$ cat src/rtl/evf_pkg.sv
package evf_pkg;
  localparam int unsigned FLAG_W   = 5;
  localparam int unsigned F_INWIN  = 0;
  localparam int unsigned F_OVER   = 1;
  localparam int unsigned F_UNDER  = 2;
  localparam int unsigned F_LEFT   = 3;
  localparam int unsigned F_RSVD   = 4;

  typedef enum logic {
    SEL_LOWER = 1'b0,
    SEL_UPPER = 1'b1
  } bound_sel_e;
endpackage

$ cat src/rtl/evf_bounds.sv
module evf_bounds #(
  parameter int unsigned EW = 14
) (
  input  logic          clk_i,
  input  logic          rst_ni,
  input  logic          frame_start_i,
  input  logic          cfg_we_i,
  input  logic          cfg_sel_i,
  input  logic [EW-1:0] cfg_data_i,
  output logic [EW-1:0] lo_o,
  output logic [EW-1:0] hi_o
);
  import evf_pkg::*;

  localparam logic [EW-1:0] LO_RST = '0;
  localparam logic [EW-1:0] HI_RST = '1;

  logic [EW-1:0] stg_lo, stg_hi, act_lo, act_hi;

  always_ff @(posedge clk_i or negedge rst_ni) begin
    if (!rst_ni) begin
      stg_lo <= LO_RST;
      stg_hi <= HI_RST;
    end else if (cfg_we_i) begin
      if (bound_sel_e'(cfg_sel_i) == SEL_UPPER) stg_hi <= cfg_data_i;
      else                                       stg_lo <= cfg_data_i;
    end
  end

  always_ff @(posedge clk_i or negedge rst_ni) begin
    if (!rst_ni) begin
      act_lo <= LO_RST;
      act_hi <= HI_RST;
    end else if (frame_start_i) begin
      act_lo <= stg_lo;
      act_hi <= stg_hi;
    end
  end

  // the frame-start cycle already sees the staged bounds
  assign lo_o = frame_start_i ? stg_lo : act_lo;
  assign hi_o = frame_start_i ? stg_hi : act_hi;

  a_r7_bounds_hold: assert property (@(posedge clk_i) disable iff (!rst_ni)
    !$past(frame_start_i) |-> ($stable(act_lo) && $stable(act_hi)));
endmodule

$ cat src/rtl/evf_classify.sv
module evf_classify #(
  parameter int unsigned EW = 14
) (
  input  logic [EW-1:0] energy_i,
  input  logic [EW-1:0] lo_i,
  input  logic [EW-1:0] hi_i,
  output logic          inwin_o,
  output logic          over_o,
  output logic          under_o
);
  always_comb begin
    over_o  = energy_i > hi_i;
    under_o = energy_i < lo_i;
    inwin_o = !over_o && !under_o;
  end
endmodule

$ cat src/rtl/evf_neighbour.sv
module evf_neighbour #(
  parameter int unsigned LW = 9,
  parameter int unsigned CW = 9
) (
  input  logic          clk_i,
  input  logic          rst_ni,
  input  logic          frame_start_i,
  input  logic          pix_valid_i,
  input  logic          inwin_i,
  input  logic [LW-1:0] line_i,
  input  logic [CW-1:0] col_i,
  output logic          left_o
);
  logic          prev_ok;
  logic [LW-1:0] prev_line;
  logic [CW-1:0] prev_col;
  logic          prev_live;

  assign prev_live = prev_ok && !frame_start_i;

  always_comb begin
    left_o = inwin_i && prev_live && (col_i != '0)
          && (prev_line == line_i) && (prev_col == col_i - CW'(1));
  end

  always_ff @(posedge clk_i or negedge rst_ni) begin
    if (!rst_ni) begin
      prev_ok   <= 1'b0;
      prev_line <= '0;
      prev_col  <= '0;
    end else if (pix_valid_i) begin
      prev_ok   <= inwin_i;
      prev_line <= line_i;
      prev_col  <= col_i;
    end else if (frame_start_i) begin
      prev_ok   <= 1'b0;
    end
  end

  a_r6_frame_clears: assert property (@(posedge clk_i) disable iff (!rst_ni)
    frame_start_i |-> !left_o);
endmodule

$ cat src/rtl/evf_flagger.sv
module evf_flagger
  import evf_pkg::*;
#(
  parameter int unsigned EW = 14,
  parameter int unsigned LW = 9,
  parameter int unsigned CW = 9
) (
  input  logic              clk_i,
  input  logic              rst_ni,
  input  logic              frame_start_i,
  input  logic              cfg_we_i,
  input  logic              cfg_sel_i,
  input  logic [EW-1:0]     cfg_data_i,
  input  logic              pix_valid_i,
  input  logic [EW-1:0]     pix_energy_i,
  input  logic [LW-1:0]     pix_line_i,
  input  logic [CW-1:0]     pix_col_i,
  output logic              out_valid_o,
  output logic [EW-1:0]     out_energy_o,
  output logic [LW-1:0]     out_line_o,
  output logic [CW-1:0]     out_col_o,
  output logic [FLAG_W-1:0] out_flags_o
);
  logic [EW-1:0]     lo, hi;
  logic              inwin, over, under, left;
  logic [FLAG_W-1:0] flags_d;

  evf_bounds #(.EW(EW)) u_bounds (
    .clk_i, .rst_ni, .frame_start_i, .cfg_we_i, .cfg_sel_i, .cfg_data_i,
    .lo_o(lo), .hi_o(hi)
  );

  evf_classify #(.EW(EW)) u_classify (
    .energy_i(pix_energy_i), .lo_i(lo), .hi_i(hi),
    .inwin_o(inwin), .over_o(over), .under_o(under)
  );

  evf_neighbour #(.LW(LW), .CW(CW)) u_neighbour (
    .clk_i, .rst_ni, .frame_start_i, .pix_valid_i,
    .inwin_i(inwin), .line_i(pix_line_i), .col_i(pix_col_i), .left_o(left)
  );

  always_comb begin
    flags_d          = '0;
    flags_d[F_INWIN] = inwin;
    flags_d[F_OVER]  = over;
    flags_d[F_UNDER] = under;
    flags_d[F_LEFT]  = left;
  end

  always_ff @(posedge clk_i or negedge rst_ni) begin
    if (!rst_ni) begin
      out_valid_o  <= 1'b0;
      out_energy_o <= '0;
      out_line_o   <= '0;
      out_col_o    <= '0;
      out_flags_o  <= '0;
    end else begin
      out_valid_o <= pix_valid_i;
      if (pix_valid_i) begin
        out_energy_o <= pix_energy_i;
        out_line_o   <= pix_line_i;
        out_col_o    <= pix_col_i;
        out_flags_o  <= flags_d;
      end
    end
  end

  a_r1_latency: assert property (@(posedge clk_i) disable iff (!rst_ni)
    pix_valid_i |=> (out_valid_o && out_energy_o == $past(pix_energy_i)));
  a_r3_over_not_valid: assert property (@(posedge clk_i) disable iff (!rst_ni)
    out_valid_o |-> !(out_flags_o[F_OVER] && out_flags_o[F_INWIN]));
  a_r5_left_needs_valid: assert property (@(posedge clk_i) disable iff (!rst_ni)
    (out_valid_o && out_flags_o[F_LEFT]) |-> out_flags_o[F_INWIN]);
  a_r6_col0_no_left: assert property (@(posedge clk_i) disable iff (!rst_ni)
    (out_valid_o && out_col_o == '0) |-> !out_flags_o[F_LEFT]);
endmodule

$ cat config.mk
export PLATFORM = sky130hd
export DESIGN_NAME = evf_flagger
export DESIGN_NICKNAME = d
export VERILOG_FILES = /design/src/rtl/evf_pkg.sv /design/src/rtl/evf_bounds.sv /design/src/rtl/evf_classify.sv /design/src/rtl/evf_neighbour.sv /design/src/rtl/evf_flagger.sv
export SDC_FILE = /design/constraint.sdc
export NUM_CORES = 1
export LEC_CHECK = 0
export ABC_AREA = 1
export BUFFER_PORTS_ARGS = -buffer_cell sky130_fd_sc_hd__buf_2
export CAP_MARGIN = 20
export CORE_UTILIZATION = 45
export DETAILED_ROUTE_END_ITERATION = 6
export GPL_ROUTABILITY_DRIVEN = 1
export PLACE_DENSITY = 0.64
export SLEW_MARGIN = 0
export SYNTH_ARGS = -nofsm -noshare
export SYNTH_HDL_FRONTEND = slang
export SYNTH_HIERARCHICAL = 1
export SYNTH_SLANG_ARGS = --single-unit
export TNS_END_PERCENT = 30
$ cat constraint.sdc
create_clock -name clk_i -period 2.6 [get_ports clk_i]
set_input_delay 0.26 -clock clk_i [delete_from_list [all_inputs] [get_ports clk_i]]
set_output_delay 0.26 -clock clk_i [all_outputs]
set_load 0.005 [all_outputs]
* After elaboration in Yosys (flattened, before gate mapping) *
Cells that the tools add are included.

storage, ports and cells
  input port bits = 52
  output and inout bits = 38
  register bits = 94
  word-level logic and storage cells = 33

operators by class
  multiplexer cells = 4
  eq/ne operators = 2
  $lt $le $gt $ge = 2
  reductions and logical operators = 13
  bitwise operators = 1
  add/sub/neg operators = 1

operators with widths
  kind                   number
  $mux W14               2
  $eq A9 B9 Y1           2
  $gt A14 B14 Y1         1
  $lt A14 B14 Y1         1
  $reduce_bool A9 Y1     1
  $sub A9 B1 Y9 const B  1
  $logic_and A1 B1 Y1    6
  $reduce_and A2 Y1      2
  $logic_not A1 Y1       3
  $mux W1                2
  $reduce_bool A2 Y1     1
  $not A1 Y1             1

* Logic depth before layout (Yosys ltp) *
Gate-level depths: netlist of the first run.

  depth in word-level cells = 8
  mapped depth = 25
  depth with buffers taken out = 23

* By module *
Netlist of the first run, hierarchy kept.

modules (own cells, without submodules)
  module         times used  sequential area each (um^2)  cells an instance  area an instance (um^2)
  evf_bounds     1           1436.4                       241                2233.4
  evf_flagger    1           925.9                        155                1455.1
  evf_neighbour  1           475.5                        187                1219.9
  evf_classify   1           0.0                          133                763.2

* Worst setup path after synthesis of the first run *
Ideal clock, no wire load.

  path kind = input port to flip-flop
  start = in frame_start_i
  end = reg out_flags_o[3]
  stages on the path = 24
  path slack = 0.224 ns
  data required time = 2.535 ns
  library setup time = 0.065 ns
  data arrival time = 2.311 ns
  buffers on the path = 2
  cells stage by stage = buf_2 buf_2 nand2_1 o21ai_0 inv_1 ha_1 nand2_1 nor2_2 inv_1 nor2_2 nand4_1 nand2_1 nand2_1 inv_1 inv_1 a21oi_1 nand2_1 nor2_1 nand2_1 nor2_1 nand3_1 nor2_1 nand2_1 nand2_1

between the ends
  cells in the longest elaborated chain, start to end = 8
  elaborated cells between the ends (all ways) = 13
  classes of those cells = 2 x order compare; 2 x mux; 9 x reduce/logical

ends and longest elaborated chain
  item                               line                 source
  from (decl)                        evf_flagger.sv:10    input logic frame_start_i,
  $mux W14                           evf_bounds.sv:42     assign hi_o = frame_start_i ? stg_hi : act_hi;
  via hi[13]                         evf_flagger.sv:24    logic [EW-1:0] lo, hi;
  $gt A14 B14 Y1                     evf_classify.sv:12   over_o = energy_i > hi_i;
  $logic_not A1 Y1                   evf_classify.sv:14   inwin_o = !over_o && !under_o;
  $logic_and A1 B1 Y1                evf_classify.sv:14
  via inwin                          evf_flagger.sv:25    logic inwin, over, under, left;
  $logic_and A1 B1 Y1 (2 in series)  evf_neighbour.sv:22  left_o = inwin_i && prev_live && (col_i != '0)
  $logic_and A1 B1 Y1 (2 in series)  evf_neighbour.sv:23  && (prev_line == line_i) && (prev_col == col_i - CW'(1));
  via left                           evf_flagger.sv:25
  to (signal assigned)               evf_flagger.sv:64    out_flags_o <= flags_d;
  to (decl)                          evf_flagger.sv:22    output logic [FLAG_W-1:0] out_flags_o

The timed path passes the listed nets, and every way through them passes these cells.
A chain may end at the register's enable or synchronous reset.

* Worst setup path after layout of the first run *
  start = reg u_bounds.stg_hi[9]
  end = reg out_flags_o[3]

between the ends
  cells in the longest elaborated chain, start to end = 8

ends and longest elaborated chain
  item                               line                 source
  from (decl)                        evf_bounds.sv:18     logic [EW-1:0] stg_lo, stg_hi, act_lo, act_hi;
  from (signal assigned)             evf_bounds.sv:25     if (bound_sel_e'(cfg_sel_i) == SEL_UPPER) stg_hi <= cfg_data_i;
  $mux W14                           evf_bounds.sv:42
  via hi[9]                          evf_flagger.sv:24
  $gt A14 B14 Y1                     evf_classify.sv:12
  $logic_not A1 Y1                   evf_classify.sv:14
  $logic_and A1 B1 Y1                evf_classify.sv:14
  via inwin                          evf_flagger.sv:25
  $logic_and A1 B1 Y1 (2 in series)  evf_neighbour.sv:22
  $logic_and A1 B1 Y1 (2 in series)  evf_neighbour.sv:23
  via left                           evf_flagger.sv:25

The timed path passes the listed nets, and every way through them passes these cells.

==> run_results.csv, run 1 <==
group,metric,value,unit
outcome,status,"completed",
setup_path,crit_chain,"nand2_1 > o21ai_2 > inv_1 > ha_1 > nand2_1 > inv_2 > nand3_2 > nor2_2 > nand4_1 > nand2_1 > nand2_1 > inv_2 > inv_2 > a21oi_2 > nand2_1 > nor2_2 > nand2_1 > nor2_2 > nand3_1 > nor2_1 > nand2_1 > nand2_1",
global_route,antenna_found_initial,0,
power,power_density,630,nW/um^2
global_route,grt_overflow,0,
global_route,grt_usage,20.4,%
timing,tightest_slew,0.750,ns
detailed_routing,route.detailed.drc,0,
setup_path,start_kind,"register",
die,die_y,114,um
synth,synth-seq-cells,112,
placement,gp_congestion,0.807,
final_layout,final_cell_mix,"293 x nand2_1, 94 x inv_1, 86 x buf_2, 84 x dfrtp_1, 37 x nand3_1",
setup_path,path_class,"reg2reg",
timing,skew,0.00514,ns
detailed_routing,firstDrtPassIters,4,
detailed_routing,drt_iter0_markers,280,
synth,ys_types,26,
synth,synth_area,5670,sq um
synth,ys_top_cells_by_area,"dfrtp_1 37%, nand2_1 20%, dfstp_2 13%",
setup_path,crit_path_max_fanout,2,
final_layout,drive_gt1_share,24.5,%
synth,synth.net_count,797,
timing,fmaxAchievable,406,MHz
final_layout,nets,901,
clocking,cts_tree,"built",
final_layout,layout_commonest_cell,"nand2_1",
final_layout,antenna-diode-count,0,
timing,finalCritPeriodShare,94.8,%
setup_path,crit_path_frequent_cell,"nand2_1",
synth,synth_top_area_cell,"dfrtp_1",
detailed_routing,post_drt_via_cell_ratio,4.61,
die,start_util,46.6,%
synth,synth_cells,716,
setup_path,cpMaxStageDelayCell,"dfstp_2",
clocking,cts_inserted_buffers,9,
timing,rsz0062_at_grt,"yes",
synth,ys_seq_area_share,50.0,%
global_route,first_global_vias,4301,
clocking,htree_levels,3,
clocking,root_buffer,"clkbuf_16",
detailed_routing,ant_nets,0,
setup_path,max_stage_delay,0.54,ns
placement,placed_cell_area,6350,sq um
power,finalPower,4.26,mW
power,ir_drop,401,uV
clocking,clock-sinks,112,
final_layout,final_area,6770,sq um
detailed_routing,wl_per_cell,12.4,um
setup_path,r2r_slack,0.14,ns
die,die-area,13100,sq um
final_layout,area_growth,19.3,%
clocking,clkLatencyLatePin,0.35,ns
detailed_routing,vias,4577,
setup_path,arrival,2.75,ns
timing,min_period,2.46,ns
timing,slew_viol_final,0,
flow_run,maxCapViolCount,0,
setup_path,cp-end-kind,"register",
global_route,grt_pass1_wl,20.9,mm
timing,max_slew_margin,50.0,%
placement,port_buffers,88,
placement,dpl.hpwl,9.24,mm
synth,postSynthAreaPerCell,7.92,sq um
die,die_w,114,um
timing,finalSetupTns,0,ns
min_path,hp-class,"in2async",
synth,yosys_warnings,6,
clocking,ctsLongestPathBuffers,2,
detailed_routing,routed_wl,12.3,mm
die,rows,40,
timing,finalHoldViolCount,0,
die,pin_count,90,
global_route,grt_start_max_net_pins,61,
synth,yosysTopAreaCellShare,37.1,%
clocking,clkTransAtPathRegs,0.07,ns
power,p_leak,3.70,nW
die,coreArea,12200,sq um
setup_path,cp_data_required_time,2.89,ns
timing,finalSetupViolCount,0,
-- sequential cells by signal, summed over array words and instances, names as in the netlist --
register,count
out_energy_o,14
u_bounds/act_hi,14
u_bounds/act_lo,14
u_bounds/stg_hi,14
u_bounds/stg_lo,14
out_col_o,9
out_line_o,9
u_neighbour/prev_col,9
u_neighbour/prev_line,9
out_flags_o,4
out_valid_o,1
u_neighbour/prev_ok,1
-- routing by layer --
metal  global-route usage, %  vias up  wire length [um]
met2                    29.9       84              5340
li1                        -     2381                 -
met3                    3.55        9               472
met5                       0        -                 0
met4                    6.67        0               147
met1                    30.6     2103              6330
-- where the power goes --
group / leakage (nW) / switching [mW] / internal, mW
clock network: 0.139 / 0.602 / 0.713
registers: 1.33 / 0.106 / 1.98
logic: 2.23 / 0.495 / 0.366
total: 3.70 / 1.20 / 3.06
-- area by class of cell --
type	count	area [sq um]
clock buffers	13	262
clock inverters	3	22.5
fillers	1141	5400
inverters	104	398
multi-input cells	475	2350
flip-flops and latches	112	2840
well taps	168	210
repair buffers	118	683
-- worst max-delay path, delay by kind of cell (launching register included) --
kind | cells | cell delay (ns)
flops | 1 | 0.54
simple gates | 15 | 1.20
fa+ha+maj | 1 | 0.28
compound gates | 2 | 0.16
buf+inv | 4 | 0.21
-- Yosys cell counts --
master	number
nand2_2	12
conb_1	1
dfrtp_1	84
o21ai_0	42
inv_1	100
nand3_1	38
inv_8	1
buf_2	7
clkbuf_2	2
xor2_1	4
buf_1	1
nor2_1	26
buf_12	1
nand2_1	297
clkbuf_1	3
nand4_1	3
xnor2_1	7
buf_6	4
a21o_1	1
dfstp_2	28
ha_1	29
nand3b_1	1
buf_4	7
a21oi_1	11
inv_2	3
nor2_2	3
-- path summary, 6_finish.rpt --
check / from / to / depth (start not counted)
setup / recovery: u_bounds/stg_hi[9]$_DFFE_PN1P_ / out_flags_o[3]$_DFFE_PN0P_ / 22
hold / removal: rst_ni / out_energy_o[7]$_DFFE_PN0P_ / 2
setup reg to reg: u_bounds/stg_hi[9]$_DFFE_PN1P_ / out_flags_o[3]$_DFFE_PN0P_ / 22
hold reg to reg: out_energy_o[4]$_DFFE_PN0P_ / out_energy_o[4]$_DFFE_PN0P_ / 2
max in group asynchronous: rst_ni / out_col_o[5]$_DFFE_PN0P_ / 2
min in group clk_i: cfg_data_i[10] / u_bounds/stg_hi[10]$_DFFE_PN1P_ / 3
-- stage by stage --
step           std cells  utilization, %  hold WS (ns)  worst slack [ns]
2_1_floorplan        716               -       -0.0356             0.224
3_3_place_gp         972            52.2         0.422           -0.0900
3_5_place_dp         972            52.2         0.428            -0.171
4_1_cts              988            54.5        0.0406           0.00207
5_1_grt              993            55.6        0.0749            -0.104
6_report             993            55.6        0.0204             0.136
-- cell families (layout without fill, tap and decap cells) --
group	after synthesis	after routing	synth area share, %
and+or+nand+nor	380	380	26.8
adders and majority gates	29	29	6.40
buffers and inverters	129	238	10.1
DFF	112	112	50.0
xor gates and xnor gates	11	11	1.70
other	1	1	0.0661
AOI/OAI and AO/OA	54	54	4.81
-- repair_timing --
action                                  in CTS  in global routing
buffers inserted                             0                  5
endpoints found under the setup margin       1                  1
hold buffers                                 0                  0
pin swaps                                    0                 12
gates resized for setup                      5                 33
Note: power is estimated with default switching activity, not from simulation.
==> run 2: changes to the inputs <==
--- a/config.mk
+++ b/config.mk
@@ -12,6 +12,7 @@
 export DETAILED_ROUTE_END_ITERATION = 6
 export GPL_ROUTABILITY_DRIVEN = 1
 export PLACE_DENSITY = 0.64
+export RECOVER_POWER = 25
 export SLEW_MARGIN = 0
 export SYNTH_ARGS = -nofsm -noshare
 export SYNTH_HDL_FRONTEND = slang
==> run_results.csv, run 2 (synthesis results as in run 1) <==
group,metric,value,unit
timing,slew_viol_final,0,
global_route,grt_overflow,0,
final_layout,area_growth,19.2,%
setup_path,crit_chain,"nand2_1 > o21ai_2 > inv_1 > ha_1 > nand2_1 > inv_2 > nand3_2 > nor2_2 > nand4_1 > nand2_1 > nand2_1 > inv_2 > inv_2 > a21oi_2 > nand2_1 > nor2_2 > nand2_1 > nor2_2 > nand3_1 > nor2_1 > nand2_1 > nand2_1",
setup_path,start_kind,"register",
timing,tightest_slew,1.46,ns
final_layout,nets,901,
global_route,first_global_vias,4301,
timing,finalHoldViolCount,0,
setup_path,arrival,2.75,ns
detailed_routing,vias,4577,
final_layout,instances_no_fill,993,
setup_path,cpMaxStageDelayCell,"dfstp_2",
die,pin_count,90,
clocking,clkTransAtPathRegs,0.07,ns
clocking,clock-sinks,112,
flow_run,maxCapViolCount,0,
timing,finalSetupViolCount,0,
die,rows,40,
setup_path,worst-path-buf-inv,4,
global_route,grt_start_max_net_pins,61,
global_route,grt_use_met2,29.9,%
global_route,grt_pass1_wl,20.9,mm
global_route,top_usage_layer,"met1",
global_route,grt_usage,20.4,%
placement,gp_congestion,0.807,
setup_path,crit_path_frequent_cell,"nand2_1",
final_layout,final_core_util,55.6,%
final_layout,drive_gt1_share,24.5,%
power,ir_drop,401,uV
timing,fmaxAchievable,406,MHz
detailed_routing,firstDrtPassIters,4,
timing,finalCritPeriodShare,94.8,%
die,die_w,114,um
setup_path,max_stage_delay,0.54,ns
final_layout,layout_commonest_cell,"nand2_1",
clocking,root_buffer,"clkbuf_16",
setup_path,cp-end-kind,"register",
detailed_routing,wl_per_cell,12.4,um
setup_path,cp_data_required_time,2.89,ns
power,power_density,630,nW/um^2
final_layout,antenna-diode-count,0,
clocking,cts_tree,"built",
detailed_routing,ant_nets,0,
timing,max_slew_margin,2.95,%
detailed_routing,routed_wl,12.3,mm
clocking,ctsLongestPathBuffers,2,
timing,min_period,2.46,ns
placement,dp.cells,972,
final_layout,fillers,1140,
global_route,gr-usage-met1,30.6,%
detailed_routing,post_drt_via_cell_ratio,4.61,
min_path,hp-class,"in2reg",
timing,skew,0.00514,ns
clocking,htree_levels,3,
placement,port_buffers,88,
power,p_leak,3.70,nW
clocking,cts_inserted_buffers,9,
die,coreArea,12200,sq um
detailed_routing,drt_iter0_markers,280,
final_layout,final_cell_mix,"293 x nand2_1, 94 x inv_1, 86 x buf_2, 84 x dfrtp_1, 37 x nand3_1",
setup_path,crit_path_max_fanout,2,
outcome,status,"completed",
die,die_y,114,um
setup_path,path_class,"reg2reg",
timing,rsz0062_at_grt,"yes",
setup_path,cp_top_family,"simple AND/OR/NAND/NOR gates",
clocking,clkLatencyLatePin,0.35,ns
global_route,antenna_found_initial,0,
die,die-area,13100,sq um
die,start_util,46.6,%
detailed_routing,route.detailed.drc,0,
global_route,met3_usage,3.55,%
placement,dpl.hpwl,9.24,mm
[run 2: where the power goes]
group / internal (mW) / switching (mW)
Combinational: 0.365 / 0.495
Sequential: 1.98 / 0.106
Clock: 0.713 / 0.602
[run 2: routing by layer]
layer	routed length, um	vias up	part of all wire (%)
met2	5340	84	43
met3	472	9	3.8
li1	-	2381	-
met5	0	-	0
met4	147	0	1.2
met1	6330	2103	52
[run 2: per-stage QoR]
| stage | cell area (sq um) | setup WS (ns) | total power [mW] | hold slack [ns] | TNS, ns |
|---|---|---|---|---|---|
| after floorplan | 5670 | 0.224 | 2.57 | -0.0356 | 0 |
| after global placement | 6350 | -0.0900 | 2.89 | 0.422 | -0.0900 |
| after detailed placement | 6350 | -0.171 | 2.92 | 0.428 | -0.171 |
| after CTS | 6630 | 0.00207 | 4.26 | 0.0406 | 0 |
| after global routing | 6760 | -0.104 | 4.54 | 0.129 | -0.104 |
| final | 6760 | 0.136 | 4.26 | 0.130 | 0 |
[run 2: worst register-to-register path, cell delays in order, from the launching register on]
cell,delay (ns)
dfstp_2,0.54
nand2_1,0.08
o21ai_2,0.08
inv_1,0.05
ha_1,0.28
nand2_1,0.06
inv_2,0.06
nand3_2,0.08
nor2_2,0.13
nand4_1,0.10
nand2_1,0.09
nand2_1,0.07
inv_2,0.07
inv_2,0.03
a21oi_2,0.08
nand2_1,0.07
nor2_2,0.07
nand2_1,0.06
nor2_2,0.07
nand3_1,0.07
nor2_1,0.11
nand2_1,0.06
nand2_1,0.08
[run 2: path summary, 6_finish.rpt]
kind	startpoint	endpoint	slack, ns	depth (start not counted)
max reg2reg	u_bounds/stg_hi[9]$_DFFE_PN1P_	out_flags_o[3]$_DFFE_PN0P_	0.14	22
min	cfg_data_i[10]	u_bounds/stg_hi[10]$_DFFE_PN1P_	0.13	3
min reg2reg	out_energy_o[4]$_DFFE_PN0P_	out_energy_o[4]$_DFFE_PN0P_	0.47	2
max in group asynchronous	rst_ni	out_col_o[5]$_DFFE_PN0P_	1.34	2
max	u_bounds/stg_hi[9]$_DFFE_PN1P_	out_flags_o[3]$_DFFE_PN0P_	0.14	22
min in group asynchronous	rst_ni	out_energy_o[7]$_DFFE_PN0P_	0.29	2
[run 2: area by class of cell]
type | instances | area, sq um | share of cell area [%]
Tap cell | 168 | 210 | 3.11
Timing Repair Buffer | 118 | 678 | 10.0
Sequential cell | 112 | 2840 | 42.0
Clock buffer | 13 | 262 | 3.87
Clock inverter | 3 | 22.5 | 0.333
Multi-Input combinational cell | 475 | 2350 | 34.8
Inverter | 104 | 398 | 5.88
[run 2: timing repair]
action | 4_1_cts | 5_1_grt
setup endpoints to repair | 1 | 1
buffers inserted | 0 | 5
gates resized for setup | 5 | 33
pin swaps | 0 | 12
cloned | 0 | 0
hold buffers | 0 | 0
